**config.mk**
```make
export PLATFORM = sky130hd
export DESIGN_NAME = abs_index_seq
export DESIGN_NICKNAME = d
export VERILOG_FILES = /design/src/rtl/aidx_pkg.sv /design/src/rtl/aidx_sum.sv /design/src/rtl/aidx_policy.sv /design/src/rtl/abs_index_seq.sv
export SDC_FILE = /design/constraint.sdc
export NUM_CORES = 1
export LEC_CHECK = 0
export ABC_AREA = 1
export BUFFER_PORTS_ARGS = -buffer_cell sky130_fd_sc_hd__buf_2
export CAP_MARGIN = 30
export CORE_MARGIN = 2
export CORE_UTILIZATION = 35
export CTS_BUF_LIST = sky130_fd_sc_hd__clkbuf_8
export CTS_CLUSTER_SIZE = 10
export DETAILED_ROUTE_END_ITERATION = 16
export HOLD_SLACK_MARGIN = 0.1
export PLACE_DENSITY = 0.69
export SYNTH_ARGS = -nofsm -noshare
export SYNTH_HDL_FRONTEND = slang
export SYNTH_SLANG_ARGS = --single-unit
```
**constraint.sdc**
```tcl
create_clock -name clk -period 5.2 [get_ports clk]
set_clock_uncertainty 0.1 [all_clocks]
set_input_delay 0.78 -clock clk [delete_from_list [all_inputs] [get_ports clk]]
set_output_delay 0.78 -clock clk [all_outputs]
set_load 0.02 [all_outputs]
```
**src/rtl/aidx_pkg.sv**
```systemverilog
// Package: shared types for the indexed absolute address sequencer.
// Assumes the core encodes access kinds as listed in acc_kind_t.
package aidx_pkg;

    typedef enum logic [1:0] {
        ACC_READ  = 2'd0,
        ACC_WRITE = 2'd1,
        ACC_RMW   = 2'd2,
        ACC_SPARE = 2'd3
    } acc_kind_t;

    typedef enum logic [1:0] {
        ST_IDLE  = 2'd0,
        ST_INDEX = 2'd1,
        ST_DUMMY = 2'd2,
        ST_DONE  = 2'd3
    } seq_state_t;

endpackage

```
**src/rtl/aidx_sum.sv**
```systemverilog
// Module: aidx_sum
// Forms the full wrapped sum of base and index, plus the partial address
// that keeps the base high field and takes the sum low field.
// Assumes IDX_W <= LOW_W, so a crossing changes the high field by one at most.
module aidx_sum #(
    parameter int ADDR_W = 16,
    parameter int IDX_W  = 8,
    parameter int LOW_W  = 8
) (
    input  logic [ADDR_W-1:0] base_i,
    input  logic [IDX_W-1:0]  idx_i,
    output logic [ADDR_W-1:0] full_o,
    output logic [ADDR_W-1:0] partial_o,
    output logic              crossed_o
);
    localparam int HIGH_W = ADDR_W - LOW_W;

    logic [LOW_W:0] low_sum;

    // Low-field addition with carry, and the wrapped full sum.
    always_comb begin
        low_sum   = {1'b0, base_i[LOW_W-1:0]} + (LOW_W+1)'(idx_i);
        full_o    = base_i + ADDR_W'(idx_i);
        partial_o = {base_i[ADDR_W-1 -: HIGH_W], low_sum[LOW_W-1:0]};
        crossed_o = low_sum[LOW_W];
    end
endmodule

```
**src/rtl/aidx_policy.sv**
```systemverilog
// Module: aidx_policy
// Decides whether a throwaway read is inserted and where it is directed,
// from the personality, the access kind, the index register and the carry.
// Pure combinational; inputs come from the sequencer's latched request.
module aidx_policy
    import aidx_pkg::*;
#(
    parameter int ADDR_W = 16
) (
    input  logic              cmos_i,
    input  logic              idx_y_i,
    input  acc_kind_t         kind_i,
    input  logic              crossed_i,
    input  logic [ADDR_W-1:0] partial_i,
    input  logic [ADDR_W-1:0] pc_i,
    output logic              need_o,
    output logic [ADDR_W-1:0] addr_o
);
    logic [ADDR_W-1:0] pc_back;

    // Address of the byte before the program counter.
    always_comb pc_back = pc_i - ADDR_W'(1);

    // Per-personality selection of dummy need and target.
    always_comb begin
        need_o = 1'b0;
        addr_o = partial_i;
        if (!cmos_i) begin
            unique case (kind_i)
                ACC_WRITE, ACC_RMW: need_o = 1'b1;
                default:            need_o = crossed_i;
            endcase
        end else begin
            unique case (kind_i)
                ACC_WRITE: begin
                    need_o = 1'b1;
                    addr_o = (idx_y_i || crossed_i) ? pc_back : partial_i;
                end
                ACC_RMW: need_o = 1'b0;
                default: begin
                    need_o = crossed_i;
                    addr_o = pc_back;
                end
            endcase
        end
    end
endmodule

```
**src/rtl/abs_index_seq.sv**
```systemverilog
// Module: abs_index_seq (top)
// Sequences the address-forming cycles of absolute indexed addressing:
// index cycle, optional throwaway read, then the effective-address cycle.
// Assumes the core holds its request inputs only in the accepting cycle;
// everything needed later is latched here.
module abs_index_seq
    import aidx_pkg::*;
#(
    parameter int ADDR_W = 16,
    parameter int IDX_W  = 8,
    parameter int LOW_W  = 8
) (
    input  logic              clk,
    input  logic              rst_n,
    input  logic              start,
    input  logic [ADDR_W-1:0] base_addr,
    input  logic [IDX_W-1:0]  index_val,
    input  logic [ADDR_W-1:0] pc_val,
    input  logic              cmos_mode,
    input  logic              idx_y,
    input  logic [1:0]        acc_kind,
    input  logic              step,
    output logic              ready,
    output logic [ADDR_W-1:0] bus_addr,
    output logic              bus_rd,
    output logic              page_cross,
    output logic              done,
    output logic [ADDR_W-1:0] eff_addr
);
    seq_state_t        state_q;
    logic [ADDR_W-1:0] base_q;
    logic [IDX_W-1:0]  idx_q;
    logic [ADDR_W-1:0] pc_q;
    logic              cmos_q;
    logic              y_q;
    acc_kind_t         kind_q;

    logic [ADDR_W-1:0] full_sum;
    logic [ADDR_W-1:0] partial_addr;
    logic              crossed;
    logic              need_dummy;
    logic [ADDR_W-1:0] dummy_addr;

    aidx_sum #(.ADDR_W(ADDR_W), .IDX_W(IDX_W), .LOW_W(LOW_W)) u_sum (
        .base_i    (base_q),
        .idx_i     (idx_q),
        .full_o    (full_sum),
        .partial_o (partial_addr),
        .crossed_o (crossed)
    );

    aidx_policy #(.ADDR_W(ADDR_W)) u_policy (
        .cmos_i    (cmos_q),
        .idx_y_i   (y_q),
        .kind_i    (kind_q),
        .crossed_i (crossed),
        .partial_i (partial_addr),
        .pc_i      (pc_q),
        .need_o    (need_dummy),
        .addr_o    (dummy_addr)
    );

    // Latch the request when idle and accepted.
    always_ff @(posedge clk) begin
        if (!rst_n) begin
            base_q <= '0;
            idx_q  <= '0;
            pc_q   <= '0;
            cmos_q <= 1'b0;
            y_q    <= 1'b0;
            kind_q <= ACC_READ;
        end else if (state_q == ST_IDLE && start) begin
            base_q <= base_addr;
            idx_q  <= index_val;
            pc_q   <= pc_val;
            cmos_q <= cmos_mode;
            y_q    <= idx_y;
            kind_q <= acc_kind_t'(acc_kind);
        end
    end

    // Cycle sequencing, gated by step in the two bus cycles.
    always_ff @(posedge clk) begin
        if (!rst_n) begin
            state_q <= ST_IDLE;
        end else begin
            unique case (state_q)
                ST_IDLE:  if (start) state_q <= ST_INDEX;
                ST_INDEX: if (step)  state_q <= need_dummy ? ST_DUMMY : ST_DONE;
                ST_DUMMY: if (step)  state_q <= ST_DONE;
                default:             state_q <= ST_IDLE;
            endcase
        end
    end

    // Output decode per cycle.
    always_comb begin
        ready      = (state_q == ST_IDLE);
        bus_rd     = (state_q == ST_DUMMY);
        done       = (state_q == ST_DONE);
        page_cross = (state_q != ST_IDLE) && crossed;
        eff_addr   = full_sum;
        unique case (state_q)
            ST_INDEX: bus_addr = partial_addr;
            ST_DUMMY: bus_addr = dummy_addr;
            ST_DONE:  bus_addr = full_sum;
            default:  bus_addr = '0;
        endcase
    end

    // done lasts one cycle and hands back to idle.
    a_r12_done_pulse: assert property (@(posedge clk) disable iff (!rst_n)
        done |=> (!done && ready));

    // a start while busy leaves the delivered address untouched.
    a_r2_busy_start_ignored: assert property (@(posedge clk) disable iff (!rst_n)
        (!ready && start) |=> $stable(eff_addr));

    // without step the bus cycle holds.
    a_r11_step_hold: assert property (@(posedge clk) disable iff (!rst_n)
        (!step && (bus_rd || (!ready && !done))) |=> ($stable(bus_addr) && $stable(bus_rd)));

    // CMOS read-modify-write never reaches a throwaway read.
    a_r10_cmos_rmw_no_dummy: assert property (@(posedge clk) disable iff (!rst_n)
        bus_rd |-> !(cmos_q && kind_q == ACC_RMW));

    // NMOS throwaway reads stay in the base page.
    a_r6_nmos_dummy_page: assert property (@(posedge clk) disable iff (!rst_n)
        (bus_rd && !cmos_q) |-> (bus_addr[ADDR_W-1 -: ADDR_W-LOW_W] == base_q[ADDR_W-1 -: ADDR_W-LOW_W]));

    // no read strobe alongside done.
    a_r3_strobe_exclusive: assert property (@(posedge clk) disable iff (!rst_n)
        bus_rd |-> !done);
endmodule

```
# Word-level counts from Yosys, hierarchy flattened
# Index checks and enable logic that the tools add are counted.
# word_totals
inputBits	48
elab_cells	37
register_bits	46
output_inout_bits	36
# classes
muxes	12
addsub	3
eq_ne	8
reduce_logical	7
# op_table
cell	n
$pmux 16 s3	1
$mux 16	2
$pmux 16 s2	1
$add 16x8->16	1
$sub 16x1->16 const B	1
$add 8x8->9	1
$eq 2x2->1 const B	3
$mux 2	3
$ne 2x2->1 const B	3
$pmux 2 s3	1
$eq 2x1->1 const B	2
$mux 1	3
$reduce_and 3->1	1
$logic_and 1x1->1	2
$logic_not 2->1	1
$pmux 1 s2	1
$reduce_bool 2->1	1
$reduce_or 2->1	1
$logic_or 1x1->1	1

# Logic depth before layout (Yosys ltp)
# depth
depth_word	7
depth_mapped	16

# Cells and area by module
# From an unflattened synthesis, not the netlist that was laid out.
# hier_totals
hier_cells	613
hier_area_um2	3664.8
# modules_own_cells
module	cells_each	area_per_inst_um2	seq_area_each_um2	instances
abs_index_seq	326	2198.4	920.9	1
aidx_sum	142	778.2	0.0	1
aidx_policy	145	688.2	0.0	1

# Worst setup path after synthesis
# No wires, ideal clock.
# synth_timing
path_type	reg-to-output
from	register base_q[0]
to	output bus_addr[8]
required_ps	4320
path_buffers	0
t_arrival_ps	2201
stages_incl_launch_ff	14
path_slack_ps	2119
path_cell_list	dfxtp_1 > ha_1 > inv_1 > fa_1 > nand3b_1 > nand2_2 > nand2_2 > nand2_2 > nor2_1 > nor2_1 > nand2_1 > o21ai_0 > a21oi_1 > nor2_1
# synth_via
word_cells_on_any_way	7
cone_classes	add/sub (2); mux (4); reduce/logical (1)
# synth_lines
item	line	source
start, declared	abs_index_seq.sv:31	logic [ADDR_W-1:0] base_q;
start signal, assigned	abs_index_seq.sv:73	base_q <= base_addr;
$add 16x8->16	aidx_sum.sv:23	full_o = base_i + ADDR_W'(idx_i);
via eff_addr[8]	abs_index_seq.sv:28	output logic [ADDR_W-1:0] eff_addr
$pmux 16 s3	abs_index_seq.sv:103	unique case (state_q)
end, declared	abs_index_seq.sv:24	output logic [ADDR_W-1:0] bus_addr,
# The timed path passes the listed nets, and every way through them passes these cells.

# Worst setup path in the final report
# layout_timing
from	register base_q[0]
to	output bus_addr[3]
# layout_via
elab_chain_len	6
word_cells_on_any_way	7
cone_classes	add/sub (2); mux (4); reduce/logical (1)
# layout_lines
item	line	source
$add 8x8->9	aidx_sum.sv:22	low_sum = {1'b0, base_i[LOW_W-1:0]} + (LOW_W+1)'(idx_i);
$logic_or 1x1->1	aidx_policy.sv:37	addr_o = (idx_y_i || crossed_i) ? pc_back : partial_i;
$mux 16	aidx_policy.sv:37	
$pmux 16 s2	aidx_policy.sv:34	unique case (kind_i)
$mux 16	aidx_policy.sv:28	if (!cmos_i) begin
$pmux 16 s3 (*)	abs_index_seq.sv:103	
# Mark *: on every way between the ends. The rest lies on a longest branch, timed or not.

==> results.rst <==
.. list-table::
   :header-rows: 1

   * - Metric
     - Value
   * - Die area
     - 9790 um^2
   * - Arrival @ worst endpoint
     - roughly 2.8 ns
   * - Largest delay contributor family on the critical path
     - simple AND/OR/NAND/NOR gates
   * - Slack of the critical path
     - 1.50 ns
   * - Drc violations
     - 0
   * - Met2 usage in global routing
     - 0.311
   * - Post-Place Setup Slack
     - 1.87 ns
   * - Global-route wire length before repair
     - 15400 um
   * - Count of max-cap constraint violations
     - 0
   * - Horizontal extent of the die
     - 98.9 um
   * - Worst IR Drop VDD
     - 0.172 mV
   * - Hold violation total from the final report
     - 0
   * - CTS clk-pin slew, worst paths
     - 0.09 ns
   * - GRT Overall Usage
     - 0.192
   * - H-Tree Level Count
     - 2
   * - Number of setup buffers added after CTS
     - 0
   * - Global-route congestion overflow total
     - 0
   * - Syn Std Cell Area
     - between 3000 and 4000 um^2
   * - Fmax
     - 0.270 GHz
   * - DRC marker count from the first detailed-route iteration
     - 230
   * - Sort of element at the start of the critical path
     - register
   * - Min Tclk post-route
     - between 3 and 4 ns
   * - I/O Pins
     - 84
   * - Fraction of power spent switching nets
     - 0.527
   * - Core Region
     - 8720 um^2
   * - Net Count, Synth
     - 557
   * - Unrepaired setup endpoints after global routing
     - false
   * - Detailed-routing iteration count for the pre-antenna-repair pass
     - 4
   * - Cell with the largest stage delay on the worst path
     - fa_1
   * - Multi-input combinational cell area
     - 1950 um^2
   * - Aggregate routed wire length
     - 9340 um
   * - Run status
     - completed
   * - Share of synthesized area occupied by flip-flops and latches
     - 0.292
   * - Layout fillers
     - 985
   * - Cells after synthesis
     - around 500
   * - Largest fanout on the critical path
     - 12
   * - Worst endpoint required time
     - 4.32 ns
   * - Power density cells
     - 520 nW/um^2
   * - Post-Synthesis Mean Instance Area
     - 6.41 um^2
   * - Worst Path Buf+Inv
     - 3
   * - Share of the cycle needed by the critical path after routing
     - 0.712
   * - Net Switching
     - around 1.0 mW
   * - Post-route setup TNS
     - 0 ns
   * - Dominant cell type by area after synthesis
     - dfxtp_1
   * - Post-cts resize count
     - 0
   * - Last weighted congestion value of the routability-driven placer
     - 0.885
   * - Global-route track usage on met3
     - 0.0433
   * - Clock share of power
     - 0.113
   * - Top cells by area, synth
     - dfxtp_1, nor2_1, o21ai_0
   * - Cts-stage hold buffer count
     - 0
   * - Crit-path max cell delay
     - 0.39 ns
   * - Initial core utilization
     - 0.362
   * - Syn. warnings
     - 0
   * - Number of core rows
     - 34
   * - Met1 track utilization from global routing
     - 0.264
   * - Relative contribution of sequential cells to total power
     - 0.279
   * - Total vias in the final route
     - ~3300
   * - Clock root buffer
     - clkbuf_8
   * - Category of the worst setup path capture point
     - output port
   * - Clock Tree Buf Depth
     - 2
   * - Clock latency on the worst-skew pair
     - ~0.3 ns
   * - Top cell type's share of synthesized area
     - 0.292
   * - Routed length per placed instance
     - 13.9 um
   * - Number of storage elements in the synthesis netlist
     - 46
   * - Cell-internal power
     - 0.913 mW
   * - Sink Count
     - 46
   * - Half-perimeter wire length after placement
     - 7070 um
   * - Cell Chain, Critical Path
     - ha_1, inv_1, fa_1, nand3b_1, nand2_2, nand2_2, nand3_1, nand2_1, nand2_2, nand3_1, inv_1, nand3_1, a31oi_1, buf_2
   * - Class of the tightest hold or removal check
     - reg2reg
   * - Initial antenna violation count
     - 0
   * - Leak Pwr
     - 1.78 nW
   * - Largest net degree at the start of global routing
     - 64
   * - Startpoint-to-endpoint class of the critical path
     - reg2out
   * - Via count of the first global-routing pass
     - 3192
   * - Worst reg-to-reg setup slack
     - ~2.6 ns
   * - Signed area change from the synthesized netlist to the final layout
     - 17.7%
   * - Count of port buffers added during placement
     - 83
   * - Number of different library cells in the post-synthesis netlist
     - 34
   * - Final-report max-slew violation count
     - 0
   * - Die height
     - 98.9 um
   * - Tightest Pin Transition
     - ~0.67 ns
   * - Sequential cell area
     - roughly 920 um^2
   * - Share of final-layout standard cells stronger than drive strength 1
     - 0.197
   * - Number of nets still failing antenna checks after routing
     - 0
   * - CTS buffer count
     - 5
   * - Worst slew margin
     - 0.552
   * - Antenna cells
     - 0
   * - Comb pwr share
     - 0.608
   * - Vias/cell
     - 4.98
   * - Most Crowded Layer GR
     - met2
   * - Count of nets after finishing
     - 628
   * - TritonCTS clock tree
     - yes
   * - Count of final setup violators
     - 0
==> tightest hold or removal path: stages (launching register included) <==
cell and delay [ns]:
dfxtp_1 0.32, inv_1 0.07, a21oi_1 0.05
==> sequential cells by signal, indices dropped and copies added, names as in the netlist <==
register	cells
base_q	16
cmos_q	1
kind_q	2
idx_q	8
state_q	2
pc_q	16
y_q	1
==> path summary, 6_finish.rpt <==
path                                         startpoint                endpoint  cells past startpoint
worst max-delay path             base_q[0]$_SDFFE_PN0P_             bus_addr[3]                     14
worst min-delay path             kind_q[1]$_SDFFE_PN0P_  kind_q[1]$_SDFFE_PN0P_                      2
worst max register to register  state_q[0]$_SDFFE_PN0P_    pc_q[6]$_SDFFE_PN0P_                      7
worst min register to register   kind_q[1]$_SDFFE_PN0P_  kind_q[1]$_SDFFE_PN0P_                      2
==> power groups by stage <==
stage | clock network, mW | logic [mW] | registers [mW]
4_1_cts | 0.225 | 1.17 | 0.538
6_report | 0.219 | 1.17 | 0.538
3_3_place_gp | 0 | 1.16 | 0.542
5_1_grt | 0.238 | 1.32 | 0.554
2_1_floorplan | 0 | 0.862 | 0.519
3_5_place_dp | 0 | 1.16 | 0.547
==> Yosys cell counts (all sizes together) <==
master   n
clkbuf  18
or2      1
fa       1
ha      16
nor2    91
nand3   21
a31oi    4
clkinv   2
and2     1
nand4    7
buf      2
nand2   84
dfxtp   46
o22ai    2
o21ai   65
xor2    14
a21oi   53
nor3     4
inv     50
nand3b   2
a21boi   1
o31ai    1
xnor2    6
==> metal layers <==
layer	share of wire	up-vias
li1	-	1746
met1	0.48	1481
met2	0.44	107
met3	0.070	8
met4	0.012	0
met5	0	-
==> layout by cell type, fill, tap and decap left out, drive strengths merged, types with 2 or more instances in the layout <==
| master | instances |
|---|---|
| a21oi | 53 |
| a31oi | 4 |
| buf | 84 |
| clkbuf | 5 |
| clkinv | 2 |
| clkinvlp | 2 |
| dfxtp | 46 |
| ha | 16 |
| inv | 50 |
| nand2 | 84 |
| nand3 | 21 |
| nand3b | 2 |
| nand4 | 7 |
| nor2 | 91 |
| nor3 | 4 |
| o21ai | 65 |
| o22ai | 2 |
| xnor2 | 6 |
| xor2 | 14 |
==> per-stage QoR <==
stage               utilization  instances  instance area [um^2]  power [mW]  hold WS [ns]
floorplan                     -        492                  3150        1.38         0.350
global placement          0.416        664                  3630        1.70         0.370
detailed placement        0.416        664                  3630        1.71         0.375
CTS                       0.426        671                  3710        1.94         0.388
global route              0.426        671                  3710        2.11         0.408
finish                    0.426        671                  3710        1.93         0.382
==> logic make-up (layout without fill, tap and decap cells) <==
kind of cell               after synthesis  after routing  synth area share
DFF                                     46             46             0.292
and+or+nand+nor                        211            211             0.286
xor gates and xnor gates                20             20            0.0555
buffers and inverters                   72            143            0.0885
adders and majority gates               17             17            0.0698
AOI/OAI and AO/OA                      126            126             0.209
==> layout make-up <==
type                    count  share of cell area
multi-input cells         374               0.526
flip-flops and latches     46               0.248
repair buffers             84               0.114
inverters                  52              0.0526
well taps                 108              0.0364
clock buffers               5              0.0185
clock inverters             2             0.00404
Power figures use the tool's default switching activity.
